### src/rtl/predtab_pkg.sv
package predtab_pkg;

    localparam int NUM_SLOTS = 16;
    localparam int SLOT_AW   = $clog2(NUM_SLOTS);
    localparam int REG_W     = 7;
    localparam int PREG_W    = 5;
    localparam int SLOT_W    = PREG_W + 3 + REG_W + 1;

    // Field order follows the software-visible slot word, MSB first.
    typedef struct packed {
        logic [PREG_W-1:0] preg;
        logic              zero;
        logic              inv;
        logic              fp;
        logic [REG_W-1:0]  regnum;
        logic              ffirst;
    } slot_t;

    typedef struct packed {
        logic              hit;
        logic [PREG_W-1:0] preg;
        logic              zero;
        logic              inv;
        logic              ffirst;
    } lookup_t;

endpackage

### src/rtl/predtab_store.sv
module predtab_store
    import predtab_pkg::*;
#(
    parameter int N  = NUM_SLOTS,
    localparam int AW = $clog2(N)
) (
    input  logic                clk,
    input  logic                rst,
    input  logic                wr_en,
    input  logic [AW-1:0]       wr_addr,
    input  slot_t               wr_slot,
    output slot_t [N-1:0]       slot_q,
    output logic  [N-1:0]       valid_q
);

    always_ff @(posedge clk) begin
        if (rst) begin
            slot_q  <= '0;
            valid_q <= '0;
        end else if (wr_en) begin
            slot_q[wr_addr]  <= wr_slot;
            valid_q[wr_addr] <= 1'b1;
        end
    end

endmodule

### src/rtl/predtab_view.sv
module predtab_view
    import predtab_pkg::*;
#(
    parameter int   N      = NUM_SLOTS,
    parameter logic FP_SEL = 1'b0
) (
    input  slot_t [N-1:0]      slot_q,
    input  logic  [N-1:0]      valid_q,
    input  logic [REG_W-1:0]   lk_reg,
    output lookup_t            res
);

    // Priority chain: a later (higher-numbered) slot overrides earlier ones.
    lookup_t chain [N+1];

    assign chain[0] = '0;

    for (genvar i = 0; i < N; i++) begin : g_slot
        logic match;
        assign match = valid_q[i]
                    && (slot_q[i].fp == FP_SEL)
                    && (slot_q[i].regnum == lk_reg);
        assign chain[i+1] = match
            ? '{hit: 1'b1, preg: slot_q[i].preg, zero: slot_q[i].zero,
                inv: slot_q[i].inv, ffirst: slot_q[i].ffirst}
            : chain[i];
    end

    assign res = chain[N];

endmodule

### src/rtl/predtab_top.sv
module predtab_top
    import predtab_pkg::*;
(
    input  logic                clk,
    input  logic                rst,
    input  logic                wr_en,
    input  logic [SLOT_AW-1:0]  wr_addr,
    input  logic [SLOT_W-1:0]   wr_data,
    input  logic [REG_W-1:0]    lk_reg,
    input  logic                lk_fp,
    output logic                lk_hit,
    output logic [PREG_W-1:0]   lk_preg,
    output logic                lk_zero,
    output logic                lk_inv,
    output logic                lk_ffirst
);

    slot_t [NUM_SLOTS-1:0] slot_q;
    logic  [NUM_SLOTS-1:0] valid_q;
    lookup_t               view_res [2];
    lookup_t               sel;

    predtab_store #(.N(NUM_SLOTS)) u_store (
        .clk     (clk),
        .rst     (rst),
        .wr_en   (wr_en),
        .wr_addr (wr_addr),
        .wr_slot (slot_t'(wr_data)),
        .slot_q  (slot_q),
        .valid_q (valid_q)
    );

    // One lookup view per register file.
    for (genvar v = 0; v < 2; v++) begin : g_view
        predtab_view #(.N(NUM_SLOTS), .FP_SEL(1'(v))) u_view (
            .slot_q  (slot_q),
            .valid_q (valid_q),
            .lk_reg  (lk_reg),
            .res     (view_res[v])
        );
    end

    assign sel       = lk_fp ? view_res[1] : view_res[0];
    assign lk_hit    = sel.hit;
    assign lk_preg   = sel.preg;
    assign lk_zero   = sel.zero;
    assign lk_inv    = sel.inv;
    assign lk_ffirst = sel.ffirst;

endmodule

### config.mk
export PLATFORM = sky130hd
export DESIGN_NAME = predtab_top
export DESIGN_NICKNAME = d
export VERILOG_FILES = /design/src/rtl/predtab_pkg.sv /design/src/rtl/predtab_store.sv /design/src/rtl/predtab_view.sv /design/src/rtl/predtab_top.sv
export SDC_FILE = /design/constraint.sdc
export NUM_CORES = 1
export LEC_CHECK = 0
export BUFFER_PORTS_ARGS = -buffer_cell sky130_fd_sc_hd__buf_2
export CAP_MARGIN = 20
export CORE_AREA = 2 2 150 152
export DETAILED_ROUTE_END_ITERATION = 7
export DIE_AREA = 0 0 152 154
export PLACE_DENSITY = 0.85
export SLEW_MARGIN = 30
export SYNTH_ARGS = -nofsm -noshare
export SYNTH_HDL_FRONTEND = slang
export SYNTH_SLANG_ARGS = --single-unit
### constraint.sdc
create_clock -name clk -period 8 [get_ports clk]
set_clock_uncertainty 0.1 [all_clocks]
set_input_delay 0.4 -clock clk [delete_from_list [all_inputs] [get_ports clk]]
set_output_delay 0.4 -clock clk [all_outputs]
set_load 0.1 [all_outputs]
==> impl_results.rst <==
.. list-table::
   :header-rows: 1

   * - Metric
     - Value
   * - Max FO, Critical Path
     - 16
   * - Crit Reg-Reg Startpoint
     - u_store.slot_q[72]
   * - Fraction of registers with async set or reset after synthesis
     - 0
   * - Vias in the first global route
     - between 10000 and 15000
   * - Worst slack at placement
     - ~3.5 ns
   * - Post-Synthesis Net Count
     - 2012
   * - Number of nets with antenna violations after detailed routing
     - 0
   * - Final Slew Violations
     - 0
   * - Buffer cell driving the clock tree root
     - sky130_fd_sc_hd__clkbuf_16
   * - R2R cell count
     - 2
   * - Critical Path Source Type
     - primary input
   * - Total DRC errors in the routed layout
     - 0
   * - Max-Cap Viols
     - 0
   * - Power per standard cell area
     - around 190 nW/um^2
   * - Finish-stage setup viols
     - 0
   * - Wire length of the first global-routing pass
     - ~84000 um
   * - Worst-margin pin slew
     - around 1 ns
   * - CP required
     - 7.50 ns
   * - Crit path DAT
     - between 4 and 5 ns
   * - Number of register bits inferred by synthesis
     - around 270
   * - Post-route total power
     - approximately 3 mW
   * - Maximum resistive drop on vdd
     - around 0.18 mV
   * - Clk buf depth
     - 3
   * - Minimum period implied by the final worst setup slack
     - roughly 4.6 ns
   * - R2R Setup Slk
     - just over 7 ns
   * - Maximum number of pins on one net before global-route repair
     - roughly 100
   * - Dominant register cell in the synthesized netlist
     - sky130_fd_sc_hd__dfxtp_1
   * - GRT Overall Usage
     - 0.4642
   * - Number of synthesized flops with an enable pin
     - 0
   * - Skew-Pair Late Insertion Delay
     - 0.56 ns
   * - Clock transition at path regs
     - approximately 0.06 ns
   * - Per-cell via count in the routed design
     - roughly 6.8
   * - Total count of hold-check failures in the final report
     - 0
   * - CP endpoint kind
     - output pin
   * - Drt pass-1 iters
     - 8
   * - Post-CTS repair timing setup buffer count
     - 0
   * - Final core utilization
     - 0.7058
   * - Setup repair after global routing missed its margin
     - no
   * - Number of rows created at floorplan
     - 54
   * - Clock tree from TritonCTS
     - done
   * - Half-perimeter wire length of the detailed placement result
     - roughly 38000 um
   * - Commonest cells after routing, fill and taps aside
     - sky130_fd_sc_hd__nand2_1, sky130_fd_sc_hd__a21oi_1, sky130_fd_sc_hd__dfxtp_1
   * - Port buffer count
     - 39
   * - WL final
     - roughly 56000 um
   * - TritonCTS Buffers
     - 28
   * - Total core area
     - between 20000 and 25000 sq um
   * - Leak pwr
     - ~5.1 nW
   * - I/O pin count
     - 40
   * - Horizontal die dimension
     - ~150 um
   * - Fraction of the cycle the final worst path needs
     - 0.5793
   * - Number of H-tree branching levels
     - 1
   * - Most common library cell in the layout ignoring fill and taps
     - sky130_fd_sc_hd__nand2_1
   * - Antenna violations before repair
     - 0
   * - Clock net sink count
     - ~270
   * - Setup ws final
     - roughly 3.4 ns
   * - Worst setup startpoint
     - lk_reg[3]
   * - Vias after detailed routing
     - between 15000 and 20000
   * - Yosys Warn Count
     - 0
   * - Avg WL per Cell
     - 25.13 um
   * - Reg2reg end
     - u_store.slot_q[72]
   * - Hold path startpoint
     - wr_data[11]
   * - Sequential area share after synthesis
     - 0.3819
   * - Result of the run
     - completed
   * - Count of cells resized by post-cts repair
     - 0
   * - Worst setup path end
     - lk_preg[4]
   * - Antenna fix cells
     - 0
   * - Die height
     - roughly 150 um
   * - Remaining max-slew budget at the tightest pin
     - 0.3335
   * - Gate count of the mapped netlist
     - ~2000
   * - Total overflow reported by the global router
     - 0
   * - Gp weighted congestion
     - 1.055
   * - Netlist area before placement
     - approximately 14000 sq um
   * - Critical Path Slowest Stage Cell
     - sky130_fd_sc_hd__nor4_2
   * - Fraction of layout cells with a size suffix above 1
     - 0.07088
   * - Path type of the worst setup path
     - primary input to output pin
   * - Chain of cells forming the critical path
     - buf_2 -> xor2_1 -> or2_2 -> nor4_2 -> nor3_1 -> a2111oi_0 -> a221o_1 -> a31oi_1 -> nand3_1 -> buf_2
   * - Maximum clock frequency
     - roughly 0.22 GHz
   * - Number of different library cells in the post-synthesis netlist
     - 74
   * - Slowest Stage Delay on Critical Path
     - around 0.87 ns
   * - Area of the die
     - between 20000 and 25000 sq um
   * - Iteration-0 DRC Markers
     - ~1900
   * - Count of fill cells added during filler insertion
     - approximately 1700
   * - Area added between synthesis and finish
     - 7.371%
   * - Starting Density
     - 0.6574
   * - Number of buffers inserted by hold repair at cts
     - 0
   * - Average cell area after synthesis
     - slightly above 7 sq um
   * - Path type of the worst min-delay path
     - primary input to flip-flop
   * - Most common cell type on the critical path
     - sky130_fd_sc_hd__buf_2
   * - Fin nets
     - between 1500 and 2000
   * - Setup TNS after final layout
     - 0 ns
==> registers in the layout, summed over array words and instances (netlist names) <==
register	flops
u_store.slot_q	256
u_store.valid_q	16
==> stage by stage <==
step / instances / hold slack, ns / area [sq um]
2_1_floorplan: 1981 / 0.3363 / 14260
3_3_place_gp: 2181 / 0.3429 / 14380
3_5_place_dp: 2181 / 0.3570 / 14390
4_1_cts: 2227 / 0.2092 / 15300
5_1_grt: 2227 / 0.2302 / 15310
6_report: 2227 / 0.2297 / 15310
==> cells in the mapped netlist, types with 11 or more instances <==
library cell / n / share of area
sky130_fd_sc_hd__a211oi_1: 20 / 0.011
sky130_fd_sc_hd__a21oi_1: 272 / 0.095
sky130_fd_sc_hd__a221oi_1: 17 / 0.010
sky130_fd_sc_hd__a31oi_1: 17 / 0.0075
sky130_fd_sc_hd__and3_1: 18 / 0.0079
sky130_fd_sc_hd__buf_2: 11 / 0.0039
sky130_fd_sc_hd__clkbuf_1: 109 / 0.029
sky130_fd_sc_hd__dfxtp_1: 272 / 0.38
sky130_fd_sc_hd__inv_1: 18 / 0.0047
sky130_fd_sc_hd__nand2_1: 609 / 0.16
sky130_fd_sc_hd__nand3_1: 45 / 0.016
sky130_fd_sc_hd__nand4_1: 37 / 0.016
sky130_fd_sc_hd__nor2_1: 107 / 0.028
sky130_fd_sc_hd__nor3_1: 47 / 0.016
sky130_fd_sc_hd__nor4_1: 28 / 0.012
sky130_fd_sc_hd__o211ai_1: 13 / 0.0068
sky130_fd_sc_hd__o21ai_0: 22 / 0.0077
sky130_fd_sc_hd__or3_1: 17 / 0.0075
sky130_fd_sc_hd__xnor2_1: 68 / 0.042
sky130_fd_sc_hd__xor2_1: 43 / 0.026
==> critical path, delay by kind of cell <==
kind / cells / cell delay (ns)
AND/OR/NAND/NOR: 4 / 1.62
buffers and inverters: 2 / 1.05
AO/OA/AOI/OAI: 3 / 0.87
XOR/XNOR: 1 / 0.16
==> layer usage <==
metal / GRT usage / routed length (um) / share of wire / vias to the layer above
met5: 0 / 0 / 0 / -
met4: 0.3534 / 5038 / 0.090 / 0
met3: 0.08653 / 6451 / 0.12 / 295
met2: 0.7407 / 24700 / 0.44 / 1111
met1: 0.5578 / 19780 / 0.35 / 6987
li1: - / - / - / 6729
==> report_power, final <==
group	internal, mW	leakage, nW	total (mW)	switching [mW]
combinational	0.0531	2.45	0.233	0.180
clock	0.766	0.437	1.32	0.556
sequential	1.37	2.20	1.39	0.0170
==> cells by family after synthesis <==
kind of cell	synth area share
compound gates	0.1847
simple gates	0.3143
mux	0.002194
xor+xnor	0.06933
flops	0.3819
buf+inv	0.04756
==> worst min path at each step <==
stage | to | slack [ns] | cells after the start
finish | u_store.slot_q[107] | 0.23 | 3
global route | u_store.slot_q[139] | 0.23 | 3
CTS | u_store.slot_q[107] | 0.21 | 3
detailed placement | u_store.slot_q[59] | 0.36 | 2
global placement | u_store.slot_q[9] | 0.34 | 2
floorplan | u_store.slot_q[208] | 0.34 | 2
==> area by class of cell <==
type | count | area (sq um) | area share
clock buffer | 40 | 817.0 | 0.05337
clock inverter | 6 | 85.08 | 0.005558
inverter | 19 | 71.32 | 0.004659
multi-input combinational | 1551 | 8185 | 0.5347
sequential | 272 | 5445 | 0.3557
tap | 280 | 350.3 | 0.02289
timing repair buffer | 59 | 354.1 | 0.02313
Note: power is estimated with default switching activity, not from simulation.
